===== src/rtl/nand_fe_pkg.sv =====
// Shared types and command codes for the NAND command front end.
// Assumes an 8-bit I/O bus and a two-command sequence protocol.
package nand_fe_pkg;

    typedef enum logic [2:0] {
        OP_NONE   = 3'd0,
        OP_READ   = 3'd1,
        OP_PROG   = 3'd2,
        OP_ERASE  = 3'd3,
        OP_COLCHG = 3'd4,
        OP_STATUS = 3'd5,
        OP_ID     = 3'd6,
        OP_RESET  = 3'd7
    } op_kind_e;

    typedef enum logic [2:0] {
        PD_NONE,
        PD_READ,
        PD_PROG,
        PD_ERASE,
        PD_COLCHG
    } pend_e;

    localparam logic [7:0] C_READ_1  = 8'h00;
    localparam logic [7:0] C_READ_2  = 8'h30;
    localparam logic [7:0] C_PROG_1  = 8'h80;
    localparam logic [7:0] C_PROG_2  = 8'h10;
    localparam logic [7:0] C_ERASE_1 = 8'h60;
    localparam logic [7:0] C_ERASE_2 = 8'hD0;
    localparam logic [7:0] C_COL_1   = 8'h05;
    localparam logic [7:0] C_COL_2   = 8'hE0;
    localparam logic [7:0] C_STAT_A  = 8'h70;
    localparam logic [7:0] C_STAT_B  = 8'h71;
    localparam logic [7:0] C_ID      = 8'h90;
    localparam logic [7:0] C_RESET   = 8'hFF;

endpackage


===== src/rtl/nand_bus_sampler.sv =====
// Detects write-strobe rising edges in the clock domain and classifies
// each as a command, address or data cycle.
// Assumes the bus pins are already synchronous to clk and that each
// strobe level lasts at least one clock.
module nand_bus_sampler (
    input  logic clk,
    input  logic rst_n,
    input  logic ce_n,
    input  logic cle,
    input  logic ale,
    input  logic we_n,
    input  logic re_n,
    output logic cmd_ev,
    output logic addr_ev,
    output logic data_ev
);
    logic we_d;
    logic take;

    // Remember the previous write-strobe level for edge detection.
    always_ff @(posedge clk) begin
        if (!rst_n) we_d <= 1'b1;
        else        we_d <= we_n;
    end

    // A qualified input cycle: strobe rising, selected, not reading.
    always_comb begin
        take    = we_n & ~we_d & ~ce_n & re_n;
        cmd_ev  = take &  cle & ~ale;
        addr_ev = take & ~cle &  ale;
        data_ev = take & ~cle & ~ale;
    end
endmodule


===== src/rtl/nand_busy_timer.sv =====
// Fixed-length busy stand-in for array operations.
// Assumes start and abort never need to coexist; abort wins.
module nand_busy_timer #(
    parameter int BUSY_CYCLES = 20
) (
    input  logic clk,
    input  logic rst_n,
    input  logic start,
    input  logic abort,
    output logic busy
);
    localparam int CNT_W = $clog2(BUSY_CYCLES + 1);

    logic [CNT_W-1:0] cnt;

    // Load on start, count down to zero, clear on abort.
    always_ff @(posedge clk) begin
        if (!rst_n)          cnt <= '0;
        else if (abort)      cnt <= '0;
        else if (start)      cnt <= CNT_W'(BUSY_CYCLES);
        else if (cnt != '0)  cnt <= cnt - 1'b1;
    end

    assign busy = (cnt != '0);
endmodule


===== src/rtl/nand_addr_store.sv =====
// Address byte slots assembled into column and page registers.
// Slot order: column bytes low to high, then page bytes low to high.
// Bits of a byte beyond the register width are dropped.
module nand_addr_store #(
    parameter int COL_W  = 12,
    parameter int PAGE_W = 17,
    localparam int COL_BYTES = (COL_W + 7) / 8,
    localparam int ROW_BYTES = (PAGE_W + 7) / 8,
    localparam int SLOTS     = COL_BYTES + ROW_BYTES,
    localparam int IDX_W     = $clog2(SLOTS + 1)
) (
    input  logic              clk,
    input  logic              rst_n,
    input  logic              wr,
    input  logic [IDX_W-1:0]  idx,
    input  logic [7:0]        wbyte,
    input  logic              clr,
    output logic [COL_W-1:0]  col_addr,
    output logic [PAGE_W-1:0] page_addr
);
    genvar i;
    generate
        for (i = 0; i < SLOTS; i++) begin : g_slot
            localparam int BASE = (i < COL_BYTES) ? 8 * i : 8 * (i - COL_BYTES);
            localparam int FULL = (i < COL_BYTES) ? COL_W : PAGE_W;
            localparam int W    = (FULL - BASE > 8) ? 8 : FULL - BASE;
            logic [W-1:0] q;

            // Hold one address byte, trimmed to its useful bits.
            always_ff @(posedge clk) begin
                if (!rst_n)                         q <= '0;
                else if (clr)                       q <= '0;
                else if (wr && idx == IDX_W'(i))    q <= wbyte[W-1:0];
            end

            if (i < COL_BYTES) begin : g_col
                assign col_addr[BASE +: W] = q;
            end else begin : g_page
                assign page_addr[BASE +: W] = q;
            end
        end
    endgenerate
endmodule


===== src/rtl/nand_seq_ctrl.sv =====
// Command sequencer: tracks the pending first command, counts address
// bytes, matches confirms, filters by busy and write protect, and
// emits registered operation and data strobes.
// Assumes events arrive at most one per clock.
module nand_seq_ctrl
    import nand_fe_pkg::*;
#(
    parameter int COL_BYTES = 2,
    parameter int ROW_BYTES = 3,
    localparam int SLOTS = COL_BYTES + ROW_BYTES,
    localparam int IDX_W = $clog2(SLOTS + 1)
) (
    input  logic             clk,
    input  logic             rst_n,
    input  logic             cmd_ev,
    input  logic             addr_ev,
    input  logic             data_ev,
    input  logic [7:0]       bus_byte,
    input  logic             busy,
    input  logic             wp_n,
    output logic             op_valid,
    output op_kind_e         op_kind,
    output logic             data_valid,
    output logic [7:0]       data_byte,
    output logic             tmr_start,
    output logic             tmr_abort,
    output logic             a_wr,
    output logic [IDX_W-1:0] a_idx,
    output logic             a_clr
);
    pend_e            pend, pend_n;
    logic [IDX_W-1:0] cnt, cnt_n;
    logic             opv_n, dv_n;
    op_kind_e         kind_n;

    // Address bytes each pending command expects.
    function automatic logic [IDX_W-1:0] need_of(input pend_e p);
        case (p)
            PD_READ, PD_PROG: need_of = IDX_W'(SLOTS);
            PD_ERASE:         need_of = IDX_W'(ROW_BYTES);
            PD_COLCHG:        need_of = IDX_W'(COL_BYTES);
            default:          need_of = '0;
        endcase
    endfunction

    // First slot written by each pending command.
    function automatic logic [IDX_W-1:0] base_of(input pend_e p);
        base_of = (p == PD_ERASE) ? IDX_W'(COL_BYTES) : '0;
    endfunction

    logic ready;
    assign ready = (pend != PD_NONE) && (cnt == need_of(pend));

    // Decide next sequence state and strobes from the current event.
    always_comb begin
        pend_n    = pend;
        cnt_n     = cnt;
        opv_n     = 1'b0;
        kind_n    = OP_NONE;
        dv_n      = 1'b0;
        tmr_start = 1'b0;
        tmr_abort = 1'b0;
        a_wr      = 1'b0;
        a_idx     = base_of(pend) + cnt;
        a_clr     = 1'b0;
        if (cmd_ev) begin
            if (bus_byte == C_RESET) begin
                opv_n = 1'b1; kind_n = OP_RESET;
                pend_n = PD_NONE; cnt_n = '0;
                a_clr = 1'b1; tmr_abort = 1'b1;
            end else if (bus_byte == C_STAT_A || bus_byte == C_STAT_B) begin
                opv_n = 1'b1; kind_n = OP_STATUS;
            end else if (!busy) begin
                cnt_n  = '0;
                pend_n = PD_NONE;
                case (bus_byte)
                    C_READ_1:  pend_n = PD_READ;
                    C_PROG_1:  pend_n = PD_PROG;
                    C_ERASE_1: pend_n = PD_ERASE;
                    C_COL_1:   pend_n = PD_COLCHG;
                    C_ID: begin
                        opv_n = 1'b1; kind_n = OP_ID;
                    end
                    C_READ_2: if (ready && pend == PD_READ) begin
                        opv_n = 1'b1; kind_n = OP_READ; tmr_start = 1'b1;
                    end
                    C_PROG_2: if (ready && pend == PD_PROG && wp_n) begin
                        opv_n = 1'b1; kind_n = OP_PROG; tmr_start = 1'b1;
                    end
                    C_ERASE_2: if (ready && pend == PD_ERASE && wp_n) begin
                        opv_n = 1'b1; kind_n = OP_ERASE; tmr_start = 1'b1;
                    end
                    C_COL_2: if (ready && pend == PD_COLCHG) begin
                        opv_n = 1'b1; kind_n = OP_COLCHG;
                    end
                    default: ;
                endcase
            end
        end else if (addr_ev && !busy && pend != PD_NONE && cnt < need_of(pend)) begin
            a_wr  = 1'b1;
            cnt_n = cnt + 1'b1;
        end else if (data_ev && !busy && pend == PD_PROG && ready) begin
            dv_n = 1'b1;
        end
    end

    // Register sequence state and output strobes.
    always_ff @(posedge clk) begin
        if (!rst_n) begin
            pend       <= PD_NONE;
            cnt        <= '0;
            op_valid   <= 1'b0;
            op_kind    <= OP_NONE;
            data_valid <= 1'b0;
            data_byte  <= '0;
        end else begin
            pend       <= pend_n;
            cnt        <= cnt_n;
            op_valid   <= opv_n;
            op_kind    <= kind_n;
            data_valid <= dv_n;
            if (dv_n) data_byte <= bus_byte;
        end
    end
endmodule


===== src/rtl/nand_cmd_front.sv =====
// Top of the NAND command front end: pin sampling, sequencing,
// address assembly and the busy stand-in.
// Assumes all pins are synchronous to clk.
module nand_cmd_front
    import nand_fe_pkg::*;
#(
    parameter int BUSY_CYCLES = 20,
    parameter int COL_W       = 12,
    parameter int PAGE_W      = 17
) (
    input  logic              clk,
    input  logic              rst_n,
    input  logic              ce_n,
    input  logic              cle,
    input  logic              ale,
    input  logic              we_n,
    input  logic              re_n,
    input  logic              wp_n,
    input  logic [7:0]        io_in,
    output logic              op_valid,
    output logic [2:0]        op_kind,
    output logic [COL_W-1:0]  col_addr,
    output logic [PAGE_W-1:0] page_addr,
    output logic              data_valid,
    output logic [7:0]        data_byte,
    output logic              busy
);
    localparam int COL_BYTES = (COL_W + 7) / 8;
    localparam int ROW_BYTES = (PAGE_W + 7) / 8;
    localparam int IDX_W     = $clog2(COL_BYTES + ROW_BYTES + 1);

    logic             cmd_ev, addr_ev, data_ev;
    logic             tmr_start, tmr_abort;
    logic             a_wr, a_clr;
    logic [IDX_W-1:0] a_idx;
    op_kind_e         kind;

    nand_bus_sampler u_samp (
        .clk(clk), .rst_n(rst_n), .ce_n(ce_n), .cle(cle), .ale(ale),
        .we_n(we_n), .re_n(re_n),
        .cmd_ev(cmd_ev), .addr_ev(addr_ev), .data_ev(data_ev)
    );

    nand_seq_ctrl #(.COL_BYTES(COL_BYTES), .ROW_BYTES(ROW_BYTES)) u_seq (
        .clk(clk), .rst_n(rst_n), .cmd_ev(cmd_ev), .addr_ev(addr_ev),
        .data_ev(data_ev), .bus_byte(io_in), .busy(busy), .wp_n(wp_n),
        .op_valid(op_valid), .op_kind(kind), .data_valid(data_valid),
        .data_byte(data_byte), .tmr_start(tmr_start), .tmr_abort(tmr_abort),
        .a_wr(a_wr), .a_idx(a_idx), .a_clr(a_clr)
    );

    nand_addr_store #(.COL_W(COL_W), .PAGE_W(PAGE_W)) u_addr (
        .clk(clk), .rst_n(rst_n), .wr(a_wr), .idx(a_idx), .wbyte(io_in),
        .clr(a_clr), .col_addr(col_addr), .page_addr(page_addr)
    );

    nand_busy_timer #(.BUSY_CYCLES(BUSY_CYCLES)) u_busy (
        .clk(clk), .rst_n(rst_n), .start(tmr_start), .abort(tmr_abort),
        .busy(busy)
    );

    assign op_kind = kind;
endmodule


===== config.mk =====
export PLATFORM = sky130hd
export DESIGN_NAME = nand_cmd_front
export DESIGN_NICKNAME = d
export VERILOG_FILES = /design/src/rtl/nand_fe_pkg.sv /design/src/rtl/nand_bus_sampler.sv /design/src/rtl/nand_busy_timer.sv /design/src/rtl/nand_addr_store.sv /design/src/rtl/nand_seq_ctrl.sv /design/src/rtl/nand_cmd_front.sv
export SDC_FILE = /design/constraint.sdc
export NUM_CORES = 1
export LEC_CHECK = 0
export BUFFER_PORTS_ARGS = -buffer_cell sky130_fd_sc_hd__buf_2
export CAP_MARGIN = 30
export CORE_MARGIN = 2
export CORE_UTILIZATION = 45
export DETAILED_ROUTE_END_ITERATION = 7
export GPL_TIMING_DRIVEN = 0
export PLACE_DENSITY = 0.68
export SYNTH_ARGS = -nofsm -noshare
export SYNTH_HDL_FRONTEND = slang
export SYNTH_HIERARCHICAL = 1
export SYNTH_SLANG_ARGS = --single-unit

===== constraint.sdc =====
create_clock -name clk -period 2.5 [get_ports clk]
set_input_delay 0.125 -clock clk [delete_from_list [all_inputs] [get_ports clk]]
set_output_delay 0.125 -clock clk [all_outputs]
set_load 0.05 [all_outputs]

==> impl_metrics.xml <==
<?xml version="1.0" encoding="UTF-8"?>
<metrics>
  <group name="status">
    <metric name="outcome" unit="">finished, final reports clean</metric>
  </group>
  <group name="floorplanning">
    <metric name="dieArea" unit="um2">7000</metric>
    <metric name="floorplan.die.width" unit="um">83.7</metric>
    <metric name="die_y" unit="um">83.7</metric>
    <metric name="ios" unit="">59</metric>
    <metric name="row_count" unit="">29</metric>
    <metric name="placeableCoreArea" unit="um2">6240</metric>
    <metric name="start_util" unit="%">45.7</metric>
  </group>
  <group name="clocking">
    <metric name="cts.clk_slew.worst_paths" unit="ns">0.10</metric>
    <metric name="clock-root-buffer" unit="">sky130_fd_sc_hd__clkbuf_8</metric>
    <metric name="clock_tree_from_tritoncts" unit="">built</metric>
    <metric name="cts.hold.buffers_added" unit="">0</metric>
    <metric name="cts.path.max_buffers" unit="">2</metric>
    <metric name="clock_insertion_delay_worst_skew" unit="ns">0.31</metric>
    <metric name="clock-sinks" unit="">54</metric>
    <metric name="cts-buffers-inserted" unit="">5</metric>
    <metric name="clock_tree.htree_level_count" unit="">2</metric>
  </group>
  <group name="sta">
    <metric name="finalSetupViolCount" unit="">0</metric>
    <metric name="fmax" unit="MHz">405</metric>
    <metric name="max_slew_margin" unit="%">58.5</metric>
    <metric name="worst-slew-pin-transition" unit="ns">0.617</metric>
    <metric name="maxSlewViolCount" unit="">0</metric>
    <metric name="timing.setup.tns" unit="ns">0</metric>
    <metric name="finalWorstPathRequiredPeriod" unit="ns">2.47</metric>
    <metric name="hold_violations" unit="">0</metric>
    <metric name="fin_worst_hold_slack" unit="ns">0.0523</metric>
    <metric name="finClkSkew" unit="ns">0.00588</metric>
    <metric name="setup_repair_after_global_routing_missed_its_margin" unit="">yes</metric>
    <metric name="min_period_over_period" unit="%">98.8</metric>
  </group>
  <group name="cells_and_area">
    <metric name="fillerInstances" unit="">565</metric>
    <metric name="fin_nets" unit="">393</metric>
    <metric name="final_core_utilization" unit="%">58.7</metric>
    <metric name="post_route_cells_drive_above_1_share" unit="%">38.3</metric>
    <metric name="flow.area_growth_from_synthesis" unit="%">28.4</metric>
    <metric name="num_antenna_cells" unit="">0</metric>
    <metric name="post-route-cell-area" unit="um2">3660</metric>
  </group>
  <group name="detailed_routing">
    <metric name="average_wire_length_per_cell_after_detail_routing" unit="um">16.1</metric>
    <metric name="routed_via_density" unit="">5.48</metric>
    <metric name="drt_iter0_drc" unit="">122</metric>
    <metric name="finalWirelength" unit="mm">7.21</metric>
    <metric name="drt.antenna.violating_nets" unit="">0</metric>
    <metric name="detail_route.drc_violations" unit="">0</metric>
    <metric name="drtPass1Iterations" unit="">4</metric>
    <metric name="vias" unit="">2455</metric>
  </group>
  <group name="place">
    <metric name="port_buffers" unit="">58</metric>
    <metric name="detailed_place.area" unit="um2">3280</metric>
    <metric name="gp_routability_congestion" unit="">0.790</metric>
    <metric name="detailedPlacementHpwl" unit="mm">4.83</metric>
  </group>
  <group name="worst_setup_path">
    <metric name="path_max_fanout" unit="">8</metric>
    <metric name="critical_path.slowest_cell" unit="">sky130_fd_sc_hd__or4b_4</metric>
    <metric name="timing.critical_path.to_type" unit="">flip-flop</metric>
    <metric name="cpPeakStageDelay" unit="ns">0.61</metric>
    <metric name="crit_path_frequent_cell" unit="">sky130_fd_sc_hd__nor2b_4</metric>
    <metric name="critPathRequiredTime" unit="ns">2.70</metric>
    <metric name="setup.worst_path.start_class" unit="">flip-flop</metric>
    <metric name="critPathArrivalTime" unit="ns">2.67</metric>
    <metric name="worstSetupPathType" unit="">reg2reg</metric>
    <metric name="path_cells" unit="">nor2b_4 -&gt; and2_4 -&gt; nor2_4 -&gt; ha_4 -&gt; nor2b_4 -&gt; o21a_4 -&gt; nor3_4 -&gt; or4b_4 -&gt; mux2i_1</metric>
  </group>
  <group name="yosys">
    <metric name="postSynth.asyncResetShare" unit="%">0</metric>
    <metric name="yosys_register_bits" unit="">54</metric>
    <metric name="synth_edf_count" unit="">0</metric>
    <metric name="mappedNetlistArea" unit="um2">2860</metric>
    <metric name="syn-num-nets" unit="">306</metric>
    <metric name="syn_area_per_cell" unit="um2">10.1</metric>
    <metric name="synth_flop_cell" unit="">sky130_fd_sc_hd__dfxtp_1</metric>
    <metric name="synthDistinctLibCells" unit="">56</metric>
    <metric name="cell_count_after_synthesis" unit="">284</metric>
    <metric name="seq_area_frac_synth" unit="%">37.9</metric>
    <metric name="ys_warn_count" unit="">6</metric>
  </group>
  <group name="pwr">
    <metric name="vdd_drop_max" unit="V">0.000557</metric>
    <metric name="power.static_leakage" unit="nW">1.63</metric>
    <metric name="powerDensity" unit="nW/um2">519</metric>
  </group>
  <group name="global_routing">
    <metric name="global_route_wire_length_before_repair" unit="mm">11.6</metric>
    <metric name="number_of_global_route_vias_before_repair" unit="">2306</metric>
    <metric name="pin_count_of_the_biggest_net_entering_global_routing" unit="">17</metric>
    <metric name="groute.usage.overall" unit="%">20.1</metric>
    <metric name="globalRouteOverflowTotal" unit="">0</metric>
    <metric name="grt_antenna_before_repair" unit="">0</metric>
  </group>
  <group name="min_path">
    <metric name="timing.hold.worst.class" unit="">in2reg</metric>
  </group>
  <group name="flow_run">
    <metric name="cap_viol_max_count" unit="">0</metric>
  </group>
</metrics>
cells by family after synthesis:
logic type      after synthesis  share of synthesized area (%)
buf+inv                      27                           5.39
simple gates                127                           31.6
xor+xnor                      7                           2.15
fa+ha+maj                     6                           2.63
flops                        54                           37.9
mux                          37                           13.0
compound gates               26                           7.36
critical path: cells and delay by family (launching register included):
family | cells | cell delay, ns
AND/OR/NAND/NOR | 6 | 1.38
flip-flops | 1 | 0.38
AO/OA/AOI/OAI | 1 | 0.23
adder cells (fa/ha/maj) | 1 | 0.22
multiplexers | 1 | 0.16
registers in the layout, summed over array words and instances (netlist names):
signal,cells
u_addr/g_slot.q,29
u_seq/data_byte,8
u_busy/cnt,5
u_seq/cnt,3
u_seq/op_kind,3
u_seq/pend,3
u_samp/we_d,1
u_seq/data_valid,1
u_seq/op_valid,1
layer usage:
metal / track usage, % / part of all wire (%)
met4: 4.11 / 1.3
met5: 0 / 0
met1: 29.4 / 47
met2: 31.1 / 48
met3: 3.86 / 3.9
layout make-up:
class	count	area [um2]	share of cell area [%]
plain buffers	19	118	3.21
clock buffers	5	68.8	1.88
clock inverters	2	13.8	0.376
inverters	6	22.5	0.615
multi-input cells	203	1770	48.3
flip-flops and latches	54	1090	29.8
well taps	77	96.3	2.63
repair buffers	82	483	13.2
cell usage in the layout (no fill, tap or decap), types with 3 or more instances in the layout:
cell type	count
sky130_fd_sc_hd__dfxtp_1	49
sky130_fd_sc_hd__clkbuf_8	5
sky130_fd_sc_hd__a21oi_1	6
sky130_fd_sc_hd__clkbuf_1	5
sky130_fd_sc_hd__ha_4	3
sky130_fd_sc_hd__nor3_1	4
sky130_fd_sc_hd__nand3_1	5
sky130_fd_sc_hd__ha_1	3
sky130_fd_sc_hd__buf_1	3
sky130_fd_sc_hd__buf_2	59
sky130_fd_sc_hd__and2_1	3
sky130_fd_sc_hd__a32o_1	3
sky130_fd_sc_hd__nand2_1	5
sky130_fd_sc_hd__nor3b_2	3
sky130_fd_sc_hd__nand3b_1	40
sky130_fd_sc_hd__mux2i_1	37
sky130_fd_sc_hd__nor4_1	3
sky130_fd_sc_hd__nor2_4	3
sky130_fd_sc_hd__nor2b_1	8
sky130_fd_sc_hd__xnor2_1	5
sky130_fd_sc_hd__nand2b_1	4
sky130_fd_sc_hd__and2_4	3
sky130_fd_sc_hd__nor2_1	16
sky130_fd_sc_hd__inv_1	4
sky130_fd_sc_hd__dfxtp_2	3
sky130_fd_sc_hd__buf_4	31
per-stage QoR:
step	instances	power [mW]	setup WS (ns)
CTS	432	1.92	0.00440
floorplan	284	1.30	0.000895
global placement	419	1.39	-0.204
global route	448	2.01	-0.0623
finish	448	1.90	0.0302
detailed placement	419	1.40	-0.302
power by group:
part	leakage [nW]	internal, mW	switching (mW)
Clock	0.0444	0.194	0.291
Combinational	1.14	0.227	0.278
Sequential	0.439	0.889	0.0231
cell usage after synthesis, types with 3 or more instances:
cell type / count / share of area, %
sky130_fd_sc_hd__buf_1: 3 / 0.39
sky130_fd_sc_hd__xnor2_1: 5 / 1.5
sky130_fd_sc_hd__nor4b_2: 3 / 1.6
sky130_fd_sc_hd__inv_1: 6 / 0.79
sky130_fd_sc_hd__a32o_1: 3 / 1.1
sky130_fd_sc_hd__nor4_1: 3 / 0.66
sky130_fd_sc_hd__mux2i_1: 37 / 13
sky130_fd_sc_hd__nand3_1: 5 / 0.88
sky130_fd_sc_hd__buf_4: 7 / 1.8
sky130_fd_sc_hd__nand2b_1: 4 / 0.88
sky130_fd_sc_hd__ha_1: 6 / 2.6
sky130_fd_sc_hd__buf_2: 3 / 0.53
sky130_fd_sc_hd__clkbuf_1: 5 / 0.66
sky130_fd_sc_hd__buf_6: 3 / 1.2
sky130_fd_sc_hd__nand2_1: 5 / 0.66
sky130_fd_sc_hd__nand3b_1: 40 / 11
sky130_fd_sc_hd__dfxtp_1: 54 / 38
sky130_fd_sc_hd__nor2_1: 19 / 2.5
sky130_fd_sc_hd__nor3_1: 4 / 0.70
sky130_fd_sc_hd__nor2b_1: 10 / 2.2
sky130_fd_sc_hd__a21oi_1: 6 / 1.1
sky130_fd_sc_hd__and2_1: 5 / 1.1
what timing repair did:
action / CTS / global route
pin swaps: 4 / 16
gates cloned: 0 / 0
endpoints found under the setup margin: 25 / 41
gates resized for setup: 9 / 22
buffers inserted: 7 / 17
worst paths after layout:
check,cells past startpoint,endpoint,start,slack [ns]
worst max-delay path,9,u_addr/g_slot[0].q[6],u_seq/pend[1],0.03
worst min-delay path,2,u_samp/we_d,we_n,0.05
worst max register to register,9,u_addr/g_slot[0].q[6],u_seq/pend[1],0.03
worst min register to register,2,u_addr/g_slot[3].q[1],u_addr/g_slot[3].q[1],0.49
Power figures use the tool's default switching activity.
